**src/rtl/dll_ctrl_pkg.sv**
```systemverilog
package dll_ctrl_pkg;

   typedef enum logic {
      DIR_DN = 1'b0,
      DIR_UP = 1'b1
   } pd_dir_e;

   function automatic int unsigned width_of(input int unsigned max_val);
      int unsigned w;
      w = 1;
      while ((1 << w) <= max_val) w++;
      return w;
   endfunction

endpackage

```
**src/rtl/dll_code_step.sv**
```systemverilog
module dll_code_step
   import dll_ctrl_pkg::*;
#(
   parameter int unsigned CODE_W = 8
) (
   input  logic              clk,
   input  logic              rst_n,
   input  logic              step_en,
   input  logic              dir_up,
   output logic [CODE_W-1:0] code
);

   localparam logic [CODE_W-1:0] CODE_MID = {1'b1, {(CODE_W-1){1'b0}}};
   localparam logic [CODE_W-1:0] CODE_MAX = {CODE_W{1'b1}};
   localparam logic [CODE_W-1:0] CODE_MIN = {CODE_W{1'b0}};
   localparam logic [CODE_W-1:0] ONE      = {{(CODE_W-1){1'b0}}, 1'b1};

   logic at_edge;
   logic [CODE_W-1:0] code_nxt;

   always_comb begin
      at_edge  = (dir_up == DIR_UP) ? (code == CODE_MAX) : (code == CODE_MIN);
      code_nxt = (dir_up == DIR_UP) ? code + ONE : code - ONE;
   end

   // The enabled register doubles as the retention element during sleep.
   always_ff @(posedge clk or negedge rst_n) begin
      if (!rst_n) begin
         code <= CODE_MID;
      end else if (step_en && !at_edge) begin
         code <= code_nxt;
      end
   end

endmodule

```
**src/rtl/dll_lock_det.sv**
```systemverilog
module dll_lock_det
   import dll_ctrl_pkg::*;
#(
   parameter int unsigned LOCK_ALT = 4,
   parameter int unsigned WAKE_PER = 64
) (
   input  logic clk,
   input  logic rst_n,
   input  logic run,
   input  logic pd_valid,
   input  logic pd_up,
   output logic locked,
   output logic wake_now
);

   localparam int unsigned AW = width_of(LOCK_ALT);
   localparam int unsigned WW = width_of(WAKE_PER);
   localparam logic [AW-1:0] ALT_LAST  = AW'(LOCK_ALT - 1);
   localparam logic [WW-1:0] WAKE_LAST = WW'(WAKE_PER - 1);
   localparam logic [AW-1:0] ALT_ONE   = AW'(1);
   localparam logic [WW-1:0] WAKE_ONE  = WW'(1);

   logic          last_dir;
   logic          have_last;
   logic [AW-1:0] alt_cnt;
   logic [WW-1:0] wake_cnt;
   logic          wake_dir;
   logic          wake_have;
   logic          is_alt;
   logic          is_repeat;

   always_comb begin
      wake_now  = locked && (wake_cnt == WAKE_LAST);
      is_alt    = have_last && (pd_up != last_dir);
      is_repeat = wake_have && (pd_up == wake_dir);
   end

   always_ff @(posedge clk or negedge rst_n) begin
      if (!rst_n) begin
         locked    <= 1'b0;
         last_dir  <= DIR_DN;
         have_last <= 1'b0;
         alt_cnt   <= '0;
         wake_cnt  <= '0;
         wake_dir  <= DIR_DN;
         wake_have <= 1'b0;
      end else if (run) begin
         if (!locked) begin
            if (pd_valid) begin
               last_dir  <= pd_up;
               have_last <= 1'b1;
               if (is_alt) begin
                  if (alt_cnt == ALT_LAST) begin
                     locked    <= 1'b1;
                     alt_cnt   <= '0;
                     wake_cnt  <= '0;
                     wake_have <= 1'b0;
                  end else begin
                     alt_cnt <= alt_cnt + ALT_ONE;
                  end
               end else begin
                  alt_cnt <= '0;
               end
            end
         end else begin
            wake_cnt <= wake_now ? '0 : wake_cnt + WAKE_ONE;
            if (wake_now && pd_valid) begin
               if (is_repeat) begin
                  locked    <= 1'b0;
                  wake_have <= 1'b0;
                  have_last <= 1'b0;
                  alt_cnt   <= '0;
               end else begin
                  wake_dir  <= pd_up;
                  wake_have <= 1'b1;
               end
            end
         end
      end
   end

endmodule

```
**src/rtl/dll_gate_reg.sv**
```systemverilog
module dll_gate_reg #(
   parameter bit LOW_PHASE = 1'b1
) (
   input  logic clk,
   input  logic rst_n,
   input  logic en_nxt,
   output logic gate_en
);

   generate
      if (LOW_PHASE) begin : g_fall
         always_ff @(negedge clk or negedge rst_n) begin
            if (!rst_n) gate_en <= 1'b1;
            else        gate_en <= en_nxt;
         end
      end else begin : g_rise
         always_ff @(posedge clk or negedge rst_n) begin
            if (!rst_n) gate_en <= 1'b1;
            else        gate_en <= en_nxt;
         end
      end
   endgenerate

endmodule

```
**src/rtl/dll_code_ctrl.sv**
```systemverilog
module dll_code_ctrl #(
   parameter int unsigned CODE_W   = 8,
   parameter int unsigned LOCK_ALT = 4,
   parameter int unsigned WAKE_PER = 64
) (
   input  logic              clk_ref,
   input  logic              rst_n,
   input  logic              pd_valid,
   input  logic              pd_up,
   input  logic              hold_req,
   output logic [CODE_W-1:0] dly_code,
   output logic              locked,
   output logic              gate_en
);

   initial begin
      if (CODE_W < 2)   $error("CODE_W must be at least 2");
      if (LOCK_ALT < 1) $error("LOCK_ALT must be at least 1");
      if (WAKE_PER < 2) $error("WAKE_PER must be at least 2");
   end

   logic run;
   logic wake_now;
   logic step_en;
   logic gate_nxt;

   always_comb begin
      run      = !hold_req;
      step_en  = run && !locked && pd_valid;
      gate_nxt = run && (!locked || wake_now);
   end

   dll_code_step #(.CODE_W(CODE_W)) u_step (
      .clk     (clk_ref),
      .rst_n   (rst_n),
      .step_en (step_en),
      .dir_up  (pd_up),
      .code    (dly_code)
   );

   dll_lock_det #(.LOCK_ALT(LOCK_ALT), .WAKE_PER(WAKE_PER)) u_lock (
      .clk      (clk_ref),
      .rst_n    (rst_n),
      .run      (run),
      .pd_valid (pd_valid),
      .pd_up    (pd_up),
      .locked   (locked),
      .wake_now (wake_now)
   );

   dll_gate_reg #(.LOW_PHASE(1'b1)) u_gate (
      .clk     (clk_ref),
      .rst_n   (rst_n),
      .en_nxt  (gate_nxt),
      .gate_en (gate_en)
   );

endmodule

```
**config.mk**
```make
export PLATFORM = sky130hd
export DESIGN_NAME = dll_code_ctrl
export DESIGN_NICKNAME = d
export VERILOG_FILES = /design/src/rtl/dll_ctrl_pkg.sv /design/src/rtl/dll_code_step.sv /design/src/rtl/dll_lock_det.sv /design/src/rtl/dll_gate_reg.sv /design/src/rtl/dll_code_ctrl.sv
export SDC_FILE = /design/constraint.sdc
export NUM_CORES = 1
export LEC_CHECK = 0
export ABC_AREA = 1
export BUFFER_PORTS_ARGS = -buffer_cell sky130_fd_sc_hd__clkbuf_2
export CORE_ASPECT_RATIO = 0.8
export CORE_UTILIZATION = 58
export DETAILED_ROUTE_END_ITERATION = 10
export GPL_ROUTABILITY_DRIVEN = 1
export GPL_TIMING_DRIVEN = 0
export PLACE_DENSITY = 0.75
export SLEW_MARGIN = 20
export SYNTH_ARGS = -nofsm -noshare
export SYNTH_HDL_FRONTEND = slang
export SYNTH_SLANG_ARGS = --single-unit
export TNS_END_PERCENT = 100
```
**constraint.sdc**
```tcl
create_clock -name clk_ref -period 1.8 [get_ports clk_ref]
set_clock_uncertainty 0.2 [all_clocks]
set_input_delay 0.09 -clock clk_ref [delete_from_list [all_inputs] [get_ports clk_ref]]
set_output_delay 0.09 -clock clk_ref [all_outputs]
set_load 0.05 [all_outputs]
```
Word-level counts from Yosys, hierarchy flattened
Index checks and enable logic that the tools add are counted.
W data, S select, Z words.
{"block": "word_totals", "register_bits": 24, "latch_bits": 0, "ram_bits": 0, "mem_bits_ro": 0, "output_inout_bits": 10, "word_cells": 72, "mem_count": 0}
{"block": "classes", "n_addsub": 4, "mul": 0, "div": 0, "magnitude_cmp": 0, "n_eq_ne": 7, "shifts": 0, "muxes": 28, "n_bitwise": 3, "reduce_logical": 21}
{"op": "$mux W7", "n": 5}
{"op": "$mux W3", "n": 6}
{"op": "$mux W1", "n": 16}
{"op": "$reduce_and A4 Y1", "n": 3}
{"op": "$add A8 B1 Y8 const B", "n": 1}
{"op": "$eq A8 B8 Y1 const B", "n": 1}
{"op": "$logic_and A1 B1 Y1", "n": 8}
{"op": "$logic_not A8 Y1", "n": 1}
{"op": "$mux W8", "n": 1}
{"op": "$sub A8 B1 Y8 const B", "n": 1}
{"op": "$add A7 B1 Y7 const B", "n": 1}
{"op": "$eq A7 B6 Y1 const B", "n": 1}
{"op": "$reduce_bool A2 Y1", "n": 3}
{"op": "$reduce_and A5 Y1", "n": 1}
{"op": "$ne A2 B2 Y1 const B", "n": 2}
{"op": "$add A3 B1 Y3 const B", "n": 1}
{"op": "$eq A3 B2 Y1 const B", "n": 1}
{"op": "$logic_not A1 Y1", "n": 3}
{"op": "$not A1 Y1", "n": 3}
{"op": "$reduce_and A3 Y1", "n": 1}
{"op": "$eq A1 B1 Y1", "n": 1}
{"op": "$logic_or A1 B1 Y1", "n": 1}
{"op": "$ne A1 B1 Y1", "n": 1}

Depth between registers and ports, before layout
Gate-level depths: netlist (run 1).
{"block": "depth", "depth_word": 5, "ltp_mapped": 9, "mapped_depth_nobuf": 9}

Cells and area by module
From an unflattened synthesis (run 1), not the netlist that was laid out.
{"block": "unflattened", "hier_cells": 236, "hier_area_um2": 1712.9}
{"mod": "dll_lock_det", "n_inst": 1, "cells_each": 125, "area_each_um2": 970.9, "seq_area_each_um2": 375.4}
{"mod": "dll_code_step", "n_inst": 1, "cells_each": 104, "area_each_um2": 686.9, "seq_area_each_um2": 201.4}
{"mod": "dll_gate_reg", "n_inst": 1, "cells_each": 2, "area_each_um2": 30.0, "seq_area_each_um2": 26.3}
{"mod": "dll_code_ctrl", "n_inst": 1, "cells_each": 5, "area_each_um2": 25.0, "seq_area_each_um2": 0.0}

==> impl_metrics.yaml, run 1 <==
critical_path:
  crit_path_start_kind: "flip-flop"
  cp.depth: 1
  endpoint_kind: "output pin"
  rr_endpoint: "u_gate.gate_en$_DFF_NN1_"
  cp.arrival_ns: 1.95
  critPathTopFamily: "flip-flops"
  path_cells: "clkbuf_16"
  reg2reg_from: "u_lock.wake_cnt[0]$_DFFE_PN0P_"
  cpPeakStageDelay_ns: 0.53
  ff2ff_setup_slack_ns: -0.26
  crit_path_top_delay_cell: "dfstp_2"
  critical_path_required_ns: 1.51
  critPathMaxFanout: 1
  critPathBufInv: 1
  crit_type: "reg -> out"
  reg2reg_depth: 5
clock_network:
  clockBufferDepth: 2
  path_clk_slew_ns: 0.13
  clock_sinks: 24
  numCtsBuffers: 3
  h-tree-depth: 1
  cts_tree: "built"
  clockRootBuffer: "clkbuf_4"
  clkLatencyLatePin_ns: 0.31
finish:
  fill_cells: 206
  area_delta_synth_final_pct: 21.57
  layout.nets: 272
  drive_above_1_share: 0.2218
  diodes: 0
  stdcell_area_mm2: 0.001953
floorplanning:
  chipWidth_um: 60.84
  io_pins: 15
  die_h_um: 49.08
  coreArea_mm2: 0.002542
  start_util: 0.6319
  rows: 16
  die-area_mm2: 0.002986
global_routing:
  first_global_vias: 1367
  antenna_found_initial: 0
  grt_max_degree: 25
  grtUsageTotal: 0.2738
  grt_pass1_wl_mm: 6.106
  grt.overflow.total: 0
yosys:
  yosysWarnings: 0
  syn_nets: 240
  async_flop_share: 1.000
  synth-seq-cells: 24
  netlist-cell-type-count: 27
  synthFlopType: "dfrtp_1"
  netlist_area_mm2: 0.001607
  syn_inst: 226
  ys_seq_area_frac: 0.3754
  synth_edf_count: 0
  syn_area_per_cell_um2: 7.109
sta:
  slew_headroom: 0.6390
  rsz0062_at_grt: "true"
  finalHoldViolations: 0
  layout_setup_ws_ns: -0.4440
  maxSlewViolCount: 0
  worst_slew_pin_slew_ns: 0.5409
  finalSetupViolCount: 2
place:
  dp_hpwl_mm: 2.454
  dpl-instance-area_mm2: 0.001739
  pre_cts_ws_ns: -0.3999
  gp_congestion: 0.8910
  io_buffers: 14
run_status:
  violations: "setup timing"
  status: "finished with violations"
power:
  p_leak_nw: 1.005
  power.density_mw_per_mm2: 1024
  peakVddDrop_v: 0.0008004
route:
  via_per_inst: 5.307
  drt_iter0_drc: 74
  postRouteAntennaNets: 0
  wl_per_cell_um: 12.34
  drc: 0
  routed_wl_mm: 3.616
  vias: 1555
  drtPass1Iterations: 4
hold_path:
  hold_path_end: "u_lock.alt_cnt[2]$_DFFE_PN0P_"
  hold_path.startpoint: "pd_valid"
  hold_path.class: "in -> reg"
  min_path_cells: 5
run:
  cap_violations: 0
-- power by group --
part,switching [W],leakage (nW),internal (W)
clock network,0.000163,0.0203,0.0000896
logic,0.000581,0.684,0.000365
registers,0.000145,0.301,0.000656
-- layout by cell type, fill, tap and decap left out, drive strengths merged --
master,netlist,layout
buf,1,11
dfstp,2,2
dlygate4sd3,0,2
nand3b,3,3
dfrtp,22,22
ha,8,8
a21oi,6,6
inv,27,27
a31oi,1,1
or2,1,1
nand2,89,89
xnor2,3,3
nand4,6,6
xor2,2,2
nor3,1,1
o21bai,1,1
clkbuf,0,18
nor2,27,28
o21a,1,1
fa,1,1
nand3,19,19
o21ai,5,5
-- worst max-delay path by stage --
stage / startpoint / to / slack (ns)
after CTS: u_gate.gate_en$_DFF_NN1_ / gate_en / -0.45
final: u_gate.gate_en$_DFF_NN1_ / gate_en / -0.44
after global placement: u_lock.wake_cnt[0]$_DFFE_PN0P_ / u_gate.gate_en$_DFF_NN1_ / -0.36
after global routing: u_gate.gate_en$_DFF_NN1_ / gate_en / -0.49
after detailed placement: u_lock.wake_cnt[0]$_DFFE_PN0P_ / u_gate.gate_en$_DFF_NN1_ / -0.40
after floorplan: u_lock.wake_cnt[0]$_DFFE_PN0P_ / u_gate.gate_en$_DFF_NN1_ / -0.29
-- routing by layer --
layer,part of all wire,track usage
met5,0,0
met4,0.0097,0.06061
met3,0.047,0.06101
met2,0.46,0.4066
met1,0.48,0.4065
-- logic make-up after synthesis --
family,synth area share
and+or+nand+nor,0.4034
DFF,0.3754
buffers and inverters,0.07165
adders and majority gates,0.07477
AOI/OAI and AO/OA,0.04751
xor gates and xnor gates,0.02726
-- cell type report --
class,count,area [um^2],area share
Clock buffer,4,26.28,0.01345
Tap cell,36,45.04,0.02306
Timing Repair Buffer,26,187.7,0.09609
Inverter,26,105.1,0.05381
Buffer,1,11.26,0.005766
Clock inverter,1,3.754,0.001922
Sequential cell,24,606.8,0.3107
Multi-Input combinational cell,175,967.2,0.4952
-- tightest hold or removal path: stages --
cell	delay, ns
clkbuf_2	0.09
inv_1	0.14
nor3_4	0.07
nand3_1	0.08
nand2_1	0.05
-- repair_timing --
action	CTS	global route
pin swaps	3	7
cloned	0	1
hold buffers	2	0
buffers inserted	5	6
hold endpoints to repair	28	0
gates resized for setup	3	12
setup endpoints to repair	2	15
-- per-stage QoR --
step,power (W),hold WS [ns],cells,utilization,setup TNS (ns)
3_3_place_gp,0.001587,-0.09346,276,0.6841,-0.5133
6_report,0.002000,0.01776,293,0.7682,-0.7076
3_5_place_dp,0.001626,-0.07543,276,0.6841,-0.6481
2_1_floorplan,0.001437,-0.4056,226,-,-0.3392
5_1_grt,0.002158,0.04454,293,0.7682,-0.7944
4_1_cts,0.001909,0.01441,287,0.7249,-0.7065
-- synth_stat cells (2+ instances only) --
| master | n | area share |
|---|---|---|
| inv_1 | 26 | 0.061 |
| xor2_1 | 2 | 0.011 |
| a21oi_1 | 6 | 0.019 |
| o21ai_1 | 2 | 0.0062 |
| ha_1 | 8 | 0.062 |
| nand2_2 | 2 | 0.0078 |
| nor2_4 | 2 | 0.014 |
| nor2_1 | 24 | 0.056 |
| nand3_1 | 18 | 0.056 |
| dfrtp_1 | 22 | 0.34 |
| xnor2_1 | 3 | 0.016 |
| o21ai_0 | 3 | 0.0093 |
| dfstp_2 | 2 | 0.033 |
| nand4_1 | 6 | 0.023 |
| nand2_1 | 86 | 0.20 |
| nand3b_1 | 3 | 0.014 |
-- state kept, by name, summed over array words and instances (netlist names) --
signal            count
u_step.code           8
u_lock.wake_cnt       7
u_lock.alt_cnt        3
u_gate.gate_en        1
u_lock.have_last      1
u_lock.last_dir       1
u_lock.locked         1
u_lock.wake_dir       1
u_lock.wake_have      1
(Power assumes the default switching activity.)
==> inputs of run 2 (changes only) <==
Settings changed: CORE_UTILIZATION 58 to 53, PLACE_DENSITY 0.75 to 0.72.
Clock period 1.8 ns to 2.05 ns, I/O delays scaled along.
==> run 2 against run 1 <==
The run still ends with setup timing left. First-iteration DRC count down 1.4%. Critical path type unchanged. Critical endpoint unchanged. Register-to-register slack better by 0.18 ns. Core utilization down 9.1 points. Die area up 9.1%.
==> impl_metrics.yaml, run 2 (synthesis gave the netlist of run 1 again) <==
critical_path:
  cp.arrival_ns: 2.04
  endpoint_kind: "output pin"
  crit_path_top_delay_cell: "dfstp_2"
  crit_type: "reg -> out"
  critPathBufInv: 1
  cpPeakStageDelay_ns: 0.53
  critical_path_required_ns: 1.75
  critPathMaxFanout: 1
  path_cells: "clkbuf_16"
  critPathTopFamily: "flip-flops"
  crit_path_start_kind: "flip-flop"
sta:
  worst_slew_pin_slew_ns: 0.6035
  maxSlewViolCount: 0
  rsz0062_at_grt: "true"
  layout_setup_ws_ns: -0.2885
  finalSetupViolCount: 2
  finalHoldViolations: 0
  slew_headroom: 0.5977
place:
  io_buffers: 14
  dp_hpwl_mm: 2.371
  gp_congestion: 0.8962
  dpl-instance-area_mm2: 0.001739
clock_network:
  numCtsBuffers: 3
  clock_sinks: 24
  cts_tree: "built"
  clkLatencyLatePin_ns: 0.27
  path_clk_slew_ns: 0.09
  clockBufferDepth: 2
  h-tree-depth: 1
  clockRootBuffer: "clkbuf_8"
route:
  via_per_inst: 5.000
  wl_per_cell_um: 11.40
  drc: 0
  drt_iter0_drc: 73
  routed_wl_mm: 3.307
  postRouteAntennaNets: 0
  drtPass1Iterations: 4
  vias: 1450
floorplanning:
  die_h_um: 51.25
  chipWidth_um: 63.56
  die-area_mm2: 0.003257
  rows: 17
  io_pins: 15
  start_util: 0.5722
  coreArea_mm2: 0.002808
global_routing:
  grt_pass1_wl_mm: 5.823
  antenna_found_initial: 0
  grtUsageTotal: 0.2324
  first_global_vias: 1319
  grt_max_degree: 25
  grt.overflow.total: 0
run_status:
  status: "finished with violations"
  violations: "setup timing"
finish:
  top_register: "u_step.code"
  area_delta_synth_final_pct: 18.30
  final_common_cell: "nand2_1"
  largest_reg_flops: 8
  final_util: 0.6769
  diodes: 0
  layout.nets: 267
  stdcell_area_mm2: 0.001901
  layout_common_cells: "nand2_1, inv_1, nor2_1"
  top_regs: "u_step.code (8), u_lock.wake_cnt (7), u_lock.alt_cnt (3)"
  drive_above_1_share: 0.1706
power:
  power.density_mw_per_mm2: 954.0
  peakVddDrop_v: 0.0005553
  p_leak_nw: 1.009
hold_path:
  hold_path.class: "in -> reg"
run:
  cap_violations: 0
run 2: cell count changes in the layout (fill, tap and decap cells not counted), sizes merged:
cell,delta
buf,-4
nor2,-1
run 2: area by class of cell:
class / count / area [um^2]
clock buffer: 4 / 66.31
inverter: 26 / 105.1
fill: 249 / 907.1
buffer: 1 / 11.26
clock inverter: 1 / 3.754
tap: 38 / 47.55
timing repair buffer: 22 / 155.1
multi-input combinational: 174 / 907.1
sequential: 24 / 604.3
run 2: repair_timing:
item / CTS / global route
gates resized for setup: 5 / 0
pin swaps: 3 / 2
hold buffers: 2 / 0
endpoints found under the hold margin: 24 / 0
buffers inserted: 5 / 1
setup endpoints to repair: 2 / 2
gates cloned: 0 / 0
run 2: worst paths after layout:
| check | start | to | slack (ns) | depth (start not counted) |
|---|---|---|---|---|
| max reg2reg | u_lock.wake_cnt[4]$_DFFE_PN0P_ | u_gate.gate_en$_DFF_NN1_ | -0.08 | 4 |
| min | pd_valid | u_lock.have_last$_DFFE_PN0P_ | 0.08 | 5 |
| min reg2reg | u_lock.wake_have$_DFFE_PN0P_ | u_lock.wake_have$_DFFE_PN0P_ | 0.28 | 2 |
| min in group asynchronous | rst_n | u_lock.last_dir$_DFFE_PN0P_ | 0.16 | 2 |
| max in group asynchronous | rst_n | u_gate.gate_en$_DFF_NN1_ | 0.13 | 2 |
| max | u_gate.gate_en$_DFF_NN1_ | gate_en | -0.29 | 1 |
run 2: where the power goes:
part,switching [W],internal (W),leakage [nW]
sequential,0.000120,0.000575,0.303
combinational,0.000479,0.000270,0.667
clock,0.000155,0.000214,0.0392
total,0.000754,0.00106,1.01
run 2: stage by stage:
step | setup slack [ns] | setup TNS (ns) | power, W | std cells | hold slack, ns
CTS | -0.2937 | -0.3796 | 0.001821 | 289 | 0.08575
detailed placement | -0.2653 | -0.2994 | 0.001414 | 278 | -0.06149
finish | -0.2885 | -0.3646 | 0.001813 | 290 | 0.08421
global route | -0.3175 | -0.4386 | 0.001956 | 290 | 0.1262
global placement | -0.2581 | -0.2906 | 0.001402 | 278 | -0.06749
floorplan | -0.1687 | -0.1687 | 0.001260 | 226 | -0.3931
run 2: per-layer routing:
metal / wire [um] / vias to the layer above / global-route usage
met5: 0 / - / 0
li1: - / 768 / -
met4: 12 / 0 / 0.03409
met3: 124 / 2 / 0.04688
met2: 1443 / 26 / 0.3564
met1: 1725 / 654 / 0.3432
==> inputs of run 3 (changes only) <==
Settings changed: BUFFER_PORTS_ARGS -buffer_cell sky130_fd_sc_hd__clkbuf_2 to -buffer_cell sky130_fd_sc_hd__buf_4.
==> run 3 against run 2 <==
The run still ends with setup timing left. Combinational power rose by 7.7%. Worst setup slack improved by 0.0076 ns. Worst hold slack got worse by 0.023 ns. Design area rose by 0.72%. First-iteration DRC count rose by 4.1%. Flip-flop and latch count did not move. Clock power fell by 14%. Final cell count did not move. Critical path depth did not move. Sequential share of layout area fell by 0.23 points. Critical path type unchanged. Critical endpoint unchanged.
==> impl_metrics.yaml, run 3 (synthesis gave the netlist of run 1 again) <==
run_status:
  status: "finished with violations"
  violations: "setup timing"
finish:
  top_regs: "u_step.code (8), u_lock.wake_cnt (7), u_lock.alt_cnt (3)"
  drive_above_1_share: 0.1746
  multi_input_area_um2: 909.6
  diodes: 0
  final_util: 0.6818
  largest_reg_flops: 8
  fill_cells: 264
  top_register: "u_step.code"
  final_common_cell: "nand2_1"
  stdcell_area_mm2: 0.001914
  layout_common_cells: "nand2_1, inv_1, nor2_1"
  area_delta_synth_final_pct: 19.16
  instances_no_fill: 290
  layout.nets: 267
  final-seq-area_um2: 604.3
critical_path:
  path_cells: "buf_8"
  cpPeakStageDelay_ns: 0.53
  crit_path_top_delay_cell: "dfstp_2"
  critical_path_required_ns: 1.75
  crit_type: "reg -> out"
  cp.arrival_ns: 2.03
  critPathBufInv: 1
  crit_path_start_kind: "flip-flop"
  critPathTopFamily: "flip-flops"
  critPathMaxFanout: 1
  endpoint_kind: "output pin"
sta:
  rsz0062_at_grt: "true"
  slew_headroom: 0.7469
  whs_ns: 0.06123
  finalHoldViolations: 0
  maxSlewViolCount: 0
  finalSetupViolCount: 2
  layout_setup_ws_ns: -0.2810
  worst_slew_pin_slew_ns: 0.3793
route:
  vias: 1509
  via_per_inst: 5.203
  wl_per_cell_um: 12.24
  drt_iter0_drc: 76
  drc: 0
  routed_wl_mm: 3.549
  drtPass1Iterations: 4
  postRouteAntennaNets: 0
clock_network:
  cts_tree: "built"
  h-tree-depth: 1
  path_clk_slew_ns: 0.09
  clockRootBuffer: "clkbuf_8"
  clockBufferDepth: 2
  clkLatencyLatePin_ns: 0.26
  clock_sinks: 24
  numCtsBuffers: 3
floorplanning:
  chipWidth_um: 63.56
  coreArea_mm2: 0.002808
  start_util: 0.5722
  die_h_um: 51.25
  rows: 17
  io_pins: 15
  die-area_mm2: 0.003257
power:
  peakVddDrop_v: 0.0006374
  p_clk_frac: 0.175
  report.power.total_w: 0.001829
  p_leak_nw: 1.009
  power.density_mw_per_mm2: 955.6
  p_int_w: 0.001060
  switching_share: 0.4207
  p_sw_w: 0.0007695
  combPwrFrac: 0.441
  power_frac_seq: 0.384
place:
  dpl-instance-area_mm2: 0.001774
  gp_congestion: 0.8924
  place_inst: 278
  io_buffers: 14
  dp_hpwl_mm: 2.533
global_routing:
  first_global_vias: 1410
  grtUsageTotal: 0.2468
  grt_max_degree: 25
  grt.overflow.total: 0
  grt_pass1_wl_mm: 6.168
  antenna_found_initial: 0
hold_path:
  hold_path.class: "in -> async"
run:
  cap_violations: 0
run 3: cell count changes in the layout (fill, tap and decap cells not counted):
cell       change
clkbuf_2      -13
buf_8          +1
clkbuf_16      -2
buf_4         +13
clkbuf_8       +1
nor2_2         +1
nor2_1         -1
run 3: layout make-up:
cell class | instances | share of cell area
multi-input combinational | 174 | 0.4752
sequential | 24 | 0.3157
timing repair buffer | 22 | 0.09281
inverter | 26 | 0.05490
clock buffer | 4 | 0.02876
tap | 38 | 0.02484
buffer | 1 | 0.005882
clock inverter | 1 | 0.001961
run 3: path summary, 6_finish.rpt:
check | startpoint | end | slack [ns] | depth (start not counted)
min in group clk_ref | pd_up | u_lock.alt_cnt[2]$_DFFE_PN0P_ | 0.06 | 6
worst max register to register | u_lock.wake_cnt[0]$_DFFE_PN0P_ | u_gate.gate_en$_DFF_NN1_ | -0.12 | 5
worst min-delay path | rst_n | u_step.code[4]$_DFFE_PN0P_ | 0.06 | 2
worst max-delay path | u_gate.gate_en$_DFF_NN1_ | gate_en | -0.28 | 1
max in group asynchronous | rst_n | u_gate.gate_en$_DFF_NN1_ | 0.32 | 2
worst min register to register | u_lock.have_last$_DFFE_PN0P_ | u_lock.have_last$_DFFE_PN0P_ | 0.29 | 2
run 3: power groups by stage:
stage	clock network [W]	logic [W]	registers [W]
after floorplan	0.00000610	0.000421	0.000833
after global routing	0.000357	0.000895	0.000716
after global placement	0.00000610	0.000716	0.000700
after CTS	0.000333	0.000785	0.000696
final	0.000320	0.000807	0.000702
after detailed placement	0.00000610	0.000736	0.000709
run 3: routing by layer:
layer,global-route usage,up-vias,share of wire
li1,-,771,-
met1,0.3376,679,0.49
met2,0.4025,48,0.44
met3,0.04018,11,0.046
met4,0.07576,0,0.019
met5,0,-,0
run 3: repair_timing:
item / in CTS / in global routing
hold buffers: 2 / 0
cloned: 0 / 0
setup endpoints to repair: 2 / 2
resized for setup: 5 / 0
hold endpoints to repair: 28 / 0
pin swaps: 2 / 2
buffers inserted: 4 / 2
run 3: per-stage QoR:
| stage | TNS, ns | setup slack [ns] |
|---|---|---|
| after CTS | -0.3973 | -0.2909 |
| after global routing | -0.4611 | -0.3209 |
| after global placement | -0.2461 | -0.2461 |
| after floorplan | -0.1687 | -0.1687 |
| final | -0.3987 | -0.2810 |
| after detailed placement | -0.3073 | -0.3073 |
